<file path="src/rtl/snoop_pkg.sv">
package snoop_pkg;
  typedef enum logic [1:0] {
    LN_INV = 2'd0,
    LN_SHR = 2'd1,
    LN_EXC = 2'd2
  } line_st_t;

  typedef enum logic [1:0] {
    BC_NONE   = 2'd0,
    BC_RDMISS = 2'd1,
    BC_WRMISS = 2'd2,
    BC_WBACK  = 2'd3
  } bus_cmd_t;
endpackage

</file>
<file path="src/rtl/snoop_line_store.sv">
module snoop_line_store
  import snoop_pkg::*;
#(
  parameter int SETS = 4,
  parameter int TW   = 4,
  parameter int DW   = 16,
  localparam int IW  = $clog2(SETS)
) (
  input  logic          clk,
  input  logic          rst,
  input  logic [IW-1:0] a_idx,
  output logic [TW-1:0] a_tag,
  output line_st_t      a_st,
  output logic [DW-1:0] a_data,
  input  logic [IW-1:0] b_idx,
  output logic [TW-1:0] b_tag,
  output line_st_t      b_st,
  output logic [DW-1:0] b_data,
  input  logic          we,
  input  logic [IW-1:0] w_idx,
  input  logic [TW-1:0] w_tag,
  input  line_st_t      w_st,
  input  logic [DW-1:0] w_data
);
  logic [TW-1:0] tag_mem  [SETS];
  logic [DW-1:0] data_mem [SETS];
  line_st_t      st_mem   [SETS];

  always_ff @(posedge clk) begin
    if (we) begin
      tag_mem[w_idx]  <= w_tag;
      data_mem[w_idx] <= w_data;
    end
  end

  always_ff @(posedge clk) begin
    if (rst) begin
      for (int i = 0; i < SETS; i++) st_mem[i] <= LN_INV;
    end else if (we) begin
      st_mem[w_idx] <= w_st;
    end
  end

  assign a_tag  = tag_mem[a_idx];
  assign a_st   = st_mem[a_idx];
  assign a_data = data_mem[a_idx];
  assign b_tag  = tag_mem[b_idx];
  assign b_st   = st_mem[b_idx];
  assign b_data = data_mem[b_idx];
endmodule

</file>
<file path="src/rtl/snoop_watch.sv">
module snoop_watch
  import snoop_pkg::*;
#(
  parameter int AW   = 6,
  parameter int SETS = 4,
  parameter int DW   = 16,
  localparam int IW  = $clog2(SETS),
  localparam int TW  = AW - IW
) (
  input  logic          clk,
  input  logic          rst,
  input  logic          bus_valid_i,
  input  logic          bus_mine_i,
  input  logic [1:0]    bus_cmd_i,
  input  logic [AW-1:0] bus_addr_i,
  output logic [IW-1:0] snp_idx,
  input  logic [TW-1:0] line_tag,
  input  line_st_t      line_st,
  input  logic [DW-1:0] line_data,
  output logic          upd,
  output line_st_t      upd_st,
  output logic          own_o,
  output logic [DW-1:0] own_data_o
);
  logic foreign, tag_hit, supply;

  assign snp_idx = bus_addr_i[IW-1:0];
  assign foreign = bus_valid_i && !bus_mine_i;
  assign tag_hit = foreign && (line_st != LN_INV) && (line_tag == bus_addr_i[AW-1:IW]);

  always_comb begin
    upd    = 1'b0;
    upd_st = line_st;
    supply = 1'b0;
    if (tag_hit) begin
      if (bus_cmd_i == BC_RDMISS && line_st == LN_EXC) begin
        upd    = 1'b1;
        upd_st = LN_SHR;
        supply = 1'b1;
      end else if (bus_cmd_i == BC_WRMISS) begin
        upd    = 1'b1;
        upd_st = LN_INV;
        supply = (line_st == LN_EXC);
      end
    end
  end

  always_ff @(posedge clk) begin
    if (rst) begin
      own_o      <= 1'b0;
      own_data_o <= '0;
    end else begin
      own_o      <= supply;
      own_data_o <= supply ? line_data : '0;
    end
  end

  // an ownership response only ever follows a foreign command by one cycle
  own_window_chk: assert property (@(posedge clk) disable iff (rst)
    own_o |-> $past(bus_valid_i && !bus_mine_i && bus_cmd_i != BC_WBACK));
endmodule

</file>
<file path="src/rtl/snoop_cache_ctrl.sv">
module snoop_cache_ctrl
  import snoop_pkg::*;
#(
  parameter int AW   = 6,
  parameter int DW   = 16,
  parameter int SETS = 4
) (
  input  logic          clk,
  input  logic          rst,
  input  logic          cpu_valid,
  input  logic          cpu_write,
  input  logic [AW-1:0] cpu_addr,
  input  logic [DW-1:0] cpu_wdata,
  output logic          cpu_ready,
  output logic [DW-1:0] cpu_rdata,
  output logic          bus_req,
  input  logic          bus_gnt,
  output logic          bus_valid_o,
  output logic [1:0]    bus_cmd_o,
  output logic [AW-1:0] bus_addr_o,
  output logic [DW-1:0] bus_wdata_o,
  input  logic          bus_valid_i,
  input  logic [1:0]    bus_cmd_i,
  input  logic [AW-1:0] bus_addr_i,
  output logic          snp_own_o,
  output logic [DW-1:0] snp_data_o,
  input  logic          rsp_own_i,
  input  logic [DW-1:0] rsp_odata_i,
  input  logic [DW-1:0] rsp_mdata_i
);
  localparam int IW = $clog2(SETS);
  localparam int TW = AW - IW;

  typedef enum logic [2:0] {S_IDLE, S_ARB, S_WBC, S_MSC, S_RESP} fsm_t;
  fsm_t state;

  logic          req_we;
  logic [AW-1:0] req_addr;
  logic [DW-1:0] req_wdata;

  logic [IW-1:0] a_idx, b_idx, w_idx;
  logic [TW-1:0] a_tag, b_tag, w_tag;
  line_st_t      a_st, b_st, w_st, snp_st;
  logic [DW-1:0] a_data, b_data, w_data;
  logic          we, snp_upd, own_we;
  logic [TW-1:0] own_tag;
  line_st_t      own_st;
  logic [DW-1:0] own_data, fill_data;

  logic accept, tag_ok, rd_hit, wr_hit, snoop_busy;

  assign a_idx      = (state == S_IDLE) ? cpu_addr[IW-1:0] : req_addr[IW-1:0];
  assign snoop_busy = bus_valid_i && !bus_valid_o;
  assign accept     = (state == S_IDLE) && cpu_valid && !cpu_ready && !snoop_busy;
  assign tag_ok     = (a_st != LN_INV) && (a_tag == cpu_addr[AW-1:IW]);
  assign rd_hit     = !cpu_write && tag_ok;
  assign wr_hit     = cpu_write && tag_ok && (a_st == LN_EXC);
  assign fill_data  = rsp_own_i ? rsp_odata_i : rsp_mdata_i;

  snoop_line_store #(.SETS(SETS), .TW(TW), .DW(DW)) u_store (
    .clk(clk), .rst(rst),
    .a_idx(a_idx), .a_tag(a_tag), .a_st(a_st), .a_data(a_data),
    .b_idx(b_idx), .b_tag(b_tag), .b_st(b_st), .b_data(b_data),
    .we(we), .w_idx(w_idx), .w_tag(w_tag), .w_st(w_st), .w_data(w_data)
  );

  snoop_watch #(.AW(AW), .SETS(SETS), .DW(DW)) u_watch (
    .clk(clk), .rst(rst),
    .bus_valid_i(bus_valid_i), .bus_mine_i(bus_valid_o),
    .bus_cmd_i(bus_cmd_i), .bus_addr_i(bus_addr_i),
    .snp_idx(b_idx), .line_tag(b_tag), .line_st(b_st), .line_data(b_data),
    .upd(snp_upd), .upd_st(snp_st),
    .own_o(snp_own_o), .own_data_o(snp_data_o)
  );

  // local array updates: store hit, victim drop, line fill
  always_comb begin
    own_we   = 1'b0;
    own_tag  = a_tag;
    own_st   = a_st;
    own_data = a_data;
    case (state)
      S_IDLE: if (accept && wr_hit) begin
        own_we   = 1'b1;
        own_tag  = cpu_addr[AW-1:IW];
        own_st   = LN_EXC;
        own_data = cpu_wdata;
      end
      S_WBC: begin
        own_we = 1'b1;
        own_st = LN_INV;
      end
      S_RESP: begin
        own_we   = 1'b1;
        own_tag  = req_addr[AW-1:IW];
        own_st   = req_we ? LN_EXC : LN_SHR;
        own_data = req_we ? req_wdata : fill_data;
      end
      default: ;
    endcase
  end

  always_comb begin
    if (snp_upd) begin
      we = 1'b1; w_idx = b_idx; w_tag = b_tag; w_st = snp_st; w_data = b_data;
    end else begin
      we = own_we; w_idx = a_idx; w_tag = own_tag; w_st = own_st; w_data = own_data;
    end
  end

  always_ff @(posedge clk) begin
    if (rst) begin
      state       <= S_IDLE;
      cpu_ready   <= 1'b0;
      cpu_rdata   <= '0;
      bus_req     <= 1'b0;
      bus_valid_o <= 1'b0;
      bus_cmd_o   <= BC_NONE;
      bus_addr_o  <= '0;
      bus_wdata_o <= '0;
      req_we      <= 1'b0;
      req_addr    <= '0;
      req_wdata   <= '0;
    end else begin
      cpu_ready   <= 1'b0;
      bus_valid_o <= 1'b0;
      bus_cmd_o   <= BC_NONE;
      case (state)
        S_IDLE: if (accept) begin
          req_we    <= cpu_write;
          req_addr  <= cpu_addr;
          req_wdata <= cpu_wdata;
          if (rd_hit || wr_hit) begin
            cpu_ready <= 1'b1;
            cpu_rdata <= cpu_write ? cpu_wdata : a_data;
          end else begin
            bus_req <= 1'b1;
            state   <= S_ARB;
          end
        end
        S_ARB: if (bus_gnt) begin
          bus_valid_o <= 1'b1;
          if (a_st == LN_EXC && a_tag != req_addr[AW-1:IW]) begin
            bus_cmd_o   <= BC_WBACK;
            bus_addr_o  <= {a_tag, req_addr[IW-1:0]};
            bus_wdata_o <= a_data;
            state       <= S_WBC;
          end else begin
            bus_cmd_o  <= req_we ? BC_WRMISS : BC_RDMISS;
            bus_addr_o <= req_addr;
            state      <= S_MSC;
          end
        end
        S_WBC: begin
          bus_valid_o <= 1'b1;
          bus_cmd_o   <= req_we ? BC_WRMISS : BC_RDMISS;
          bus_addr_o  <= req_addr;
          state       <= S_MSC;
        end
        S_MSC: state <= S_RESP;
        S_RESP: begin
          cpu_ready <= 1'b1;
          cpu_rdata <= req_we ? req_wdata : fill_data;
          bus_req   <= 1'b0;
          state     <= S_IDLE;
        end
        default: state <= S_IDLE;
      endcase
    end
  end


  cmd_needs_grant_chk: assert property (@(posedge clk) disable iff (rst)
    bus_valid_o |-> (bus_gnt && bus_req));

  req_until_done_chk: assert property (@(posedge clk) disable iff (rst)
    $fell(bus_req) |-> cpu_ready);

  wb_then_miss_chk: assert property (@(posedge clk) disable iff (rst)
    (bus_valid_o && bus_cmd_o == BC_WBACK) |=> (bus_valid_o && bus_cmd_o != BC_WBACK && bus_cmd_o != BC_NONE));

  ready_pulse_chk: assert property (@(posedge clk) disable iff (rst)
    cpu_ready |=> !cpu_ready);

  no_wr_clash_chk: assert property (@(posedge clk) disable iff (rst)
    !(snp_upd && own_we));
endmodule

</file>
<file path="config.mk">
export PLATFORM = sky130hd
export DESIGN_NAME = snoop_cache_ctrl
export DESIGN_NICKNAME = d
export VERILOG_FILES = /design/src/rtl/snoop_pkg.sv /design/src/rtl/snoop_line_store.sv /design/src/rtl/snoop_watch.sv /design/src/rtl/snoop_cache_ctrl.sv
export SDC_FILE = /design/constraint.sdc
export NUM_CORES = 1
export LEC_CHECK = 0
export BUFFER_PORTS_ARGS = -buffer_cell sky130_fd_sc_hd__buf_4
export CORE_UTILIZATION = 50
export DETAILED_ROUTE_END_ITERATION = 8
export GPL_TIMING_DRIVEN = 0
export PLACE_DENSITY = 0.71
export SLEW_MARGIN = 25
export SYNTH_ARGS = -nofsm -noshare
export SYNTH_HDL_FRONTEND = slang
export SYNTH_SLANG_ARGS = --single-unit
</file>
<file path="constraint.sdc">
create_clock -name clk -period 7.3 [get_ports clk]
set_input_delay 1.46 -clock clk [delete_from_list [all_inputs] [get_ports clk]]
set_output_delay 1.46 -clock clk [all_outputs]
set_load 0.005 [all_outputs]
</file>
==> results.md <==
- Post-DP HPWL: 20,000 um
- Worst setup SP type: input pin
- Nets: 1,095
- Vias in the first global route: 7,302
- Max clock buf depth: 2
- CTS Root Buffer Type: clkbuf_16
- Top FF cell, synth: edfxtp_1
- First-pass GRT wire length: 41,100 um
- Tmin final: 4650 ps
- Grt total ovfl: 0
- Die area: 18,700 um2
- Arrival time worst endpoint: 4760 ps
- Post-Syn Area: 9090 um2
- Part of the cycle the worst path needs: 63.7%
- Share of cells above drive strength 1: 23.2%
- Hold_buf cts: 0
- Max-cap check violation count: 0
- Fmax: 215 MHz
- DRC viols: 0
- P_sw: 960 uW
- Post-DRT Antenna Nets: 0
- Syn nets: 949
- Final std cells w/o fill: 1,264
- CTS H-Tree Depth: 4
- Combinational share of power: 27.1%
- Total track usage: 29.6%
- CTS Sinks: 174
- Area delta synth->final: 21.7%
- CP Capture Type: flip-flop
- Via density: 6.18
- Inserted Clock Buffers: 17
- Synth warn: 0
- Iteration count of the initial detailed-routing pass: 6
- Placer Congestion: 0.921
- Final WS setup: 2650 ps
- Pint: 1960 uW
- Vias: 7,811
- Hold Vio Cnt, Final: 0
- Clk pwr share: 32.8%
- Reg power frac: 40.1%
- Setup TNS Final: 0 ps
- Clock Skew: 13.1 ps
- Max Transition Viols Final: 0
- Worst rel slew slack: 37.0%
- Clock Pin Slew Worst Setup and Hold Paths: 70 ps
- Sw Share: 32.9%
- Gate Count Post-Synth: 880
- Initial antenna violation count: 0
- Register bit total from synthesis: 174
- WS Path Type: input pin to flip-flop
- Num ports: 129
- Status: finished, final reports clean
- Leakage: 0.00413 uW
- Cell variety after synth: 56
- CTS tree: yes
- Largest net degree at the start of global routing: 19
- EDFF count, synth: 88
- Post_cts resized: 0
- Final setup fails: 0
- Worst hold path class: flip-flop to flip-flop
- Clock latency on the worst-skew pair: 440 ps
- Diode count: 0
- Drt total wl: 26,600 um
- Initial Util: 51.9%
- Starting DRT DRC Count: 885
- Worst Path Max Fanout: 10
- Count of placed standard cells including taps: 1,232
- Core area: 17,500 um2
- Port bufs: 123
- Die width: 137 um
- Die height: 137 um
- Pwr dens: 263 nW/um2
- Least-Margin Pin Slew: 918 ps
- RSZ-0062 raised after global routing: no
- Row count: 48
- Postcts setup bufs: 0
- DP Worst Slack: 2220 ps
- Critical Path RT: 7410 ps
- Ys async rst share: 0%
- Routed wire per std cell: 21.0 um
- Seq/Total Area, Yosys: 48.0%
- Maximum vdd drop: 187 uV
- Mean Syn Cell Area: 10.3 um2
-- Yosys cell counts, types with 15 or more instances --
| cell type | n | area, um2 |
|---|---|---|
| a21oi_1 | 35 | 175 |
| edfxtp_1 | 88 | 2640 |
| mux2i_1 | 47 | 470 |
| o211ai_1 | 39 | 293 |
| o21ai_0 | 31 | 155 |
| dfxtp_1 | 86 | 1720 |
| nor2_1 | 59 | 221 |
| or3_1 | 19 | 119 |
| o221ai_1 | 16 | 140 |
| clkbuf_1 | 60 | 225 |
| a31o_2 | 19 | 166 |
| o211a_1 | 16 | 160 |
| and2_1 | 19 | 119 |
| a31oi_1 | 16 | 100 |
| nand2_1 | 119 | 447 |
| and3_1 | 18 | 113 |
| mux4_2 | 28 | 631 |
| a31o_1 | 15 | 131 |
| nor4_1 | 16 | 100 |
| a211oi_1 | 18 | 135 |
-- layout by cell type (no fill, tap or decap), types with 5 or more instances in the layout --
cell type    n
a211oi_1    18
a21oi_1     33
a31o_1      15
a31o_2      19
a31oi_1     16
and2_1      19
and3_1      18
buf_2       13
buf_4      123
buf_6        5
clkbuf_1    60
clkbuf_16   18
dfxtp_1     86
edfxtp_1    88
inv_1        7
mux2i_1     47
mux4_2      28
nand2_1    119
nand3_1     10
nor2_1      57
nor2b_1      7
nor3_1      12
nor4_1      16
o211a_1     16
o211ai_1    39
o21ai_0     31
o221ai_1    16
or3_1       19
xor2_1      10
-- per-stage QoR --
stage | util [%] | area [um2] | power, uW | hold WS, ps
finish | 63.1 | 11100 | 2920 | 461
global placement | 58.7 | 10300 | 1930 | 449
detailed placement | 59.5 | 10400 | 1960 | 450
global route | 63.1 | 11100 | 3030 | 483
floorplan | - | 9090 | 1700 | 448
CTS | 63.1 | 11100 | 2900 | 465
-- routing by layer --
layer,vias to the layer above,track usage (%),wire (um)
met1,3700,43.2,11800
met4,0,8.18,413
met3,36,6.78,2610
li1,3632,-,-
met5,-,0,0
met2,443,43.9,11800
-- final cells by class --
type	instances	area, um2
Clock buffer	19	464
Buffer	82	362
Fill cell	1433	6460
Tap cell	225	282
Timing Repair Buffer	127	1020
Multi-Input combinational cell	617	4390
Sequential cell	174	4360
Clock inverter	13	169
Inverter	7	26.3
-- worst paths after layout --
check / cells after the start / end / from / slack [ps]
hold / removal: 2 / bus_addr_o[4]$_SDFFE_PP0P_ / bus_addr_o[4]$_SDFFE_PP0P_ / 460
setup / recovery: 9 / u_store.st_mem[1][1]$_SDFFCE_PN0P_ / bus_addr_i[1] / 2650
hold reg to reg: 2 / bus_addr_o[4]$_SDFFE_PP0P_ / bus_addr_o[4]$_SDFFE_PP0P_ / 460
setup reg to reg: 10 / u_store.data_mem[3][7]$_DFFE_PP_ / req_addr[0]$_SDFFE_PP0P_ / 3480
-- power groups by stage --
stage               clock [uW]  sequential, uW  combinational (uW)
floorplan                    0            1180                 515
global placement             0            1190                 745
detailed placement           0            1190                 765
CTS                        957            1170                 770
global route              1000            1170                 851
finish                     957            1170                 789
-- state kept, by name, summed over array words and instances (netlist names) --
signal,count
bus_addr_o,6
bus_cmd_o,2
bus_req,1
bus_valid_o,1
bus_wdata_o,16
cpu_rdata,16
cpu_ready,1
req_addr,6
req_wdata,16
req_we,1
state,3
u_store.data_mem,64
u_store.st_mem,8
u_store.tag_mem,16
u_watch.own_data_o,16
u_watch.own_o,1
-- cells by family (layout without fill, tap and decap cells) --
group | Yosys count | in the layout | share of synthesized area, %
xor+xnor | 11 | 11 | 1.06
compound gates | 233 | 233 | 18.9
mux | 77 | 77 | 12.4
simple gates | 296 | 296 | 15.5
buf+inv | 89 | 248 | 4.26
flops | 174 | 174 | 48.0
-- worst max-delay path, cell delays in order --
cell and delay, ps:
clkbuf_1 340, buf_1 690, mux4_2 440, nor3_1 250, nand3b_1 110, buf_2 200, mux2i_1 720, o21ai_0 200
o221ai_1 350
Power figures use the tool's default switching activity.
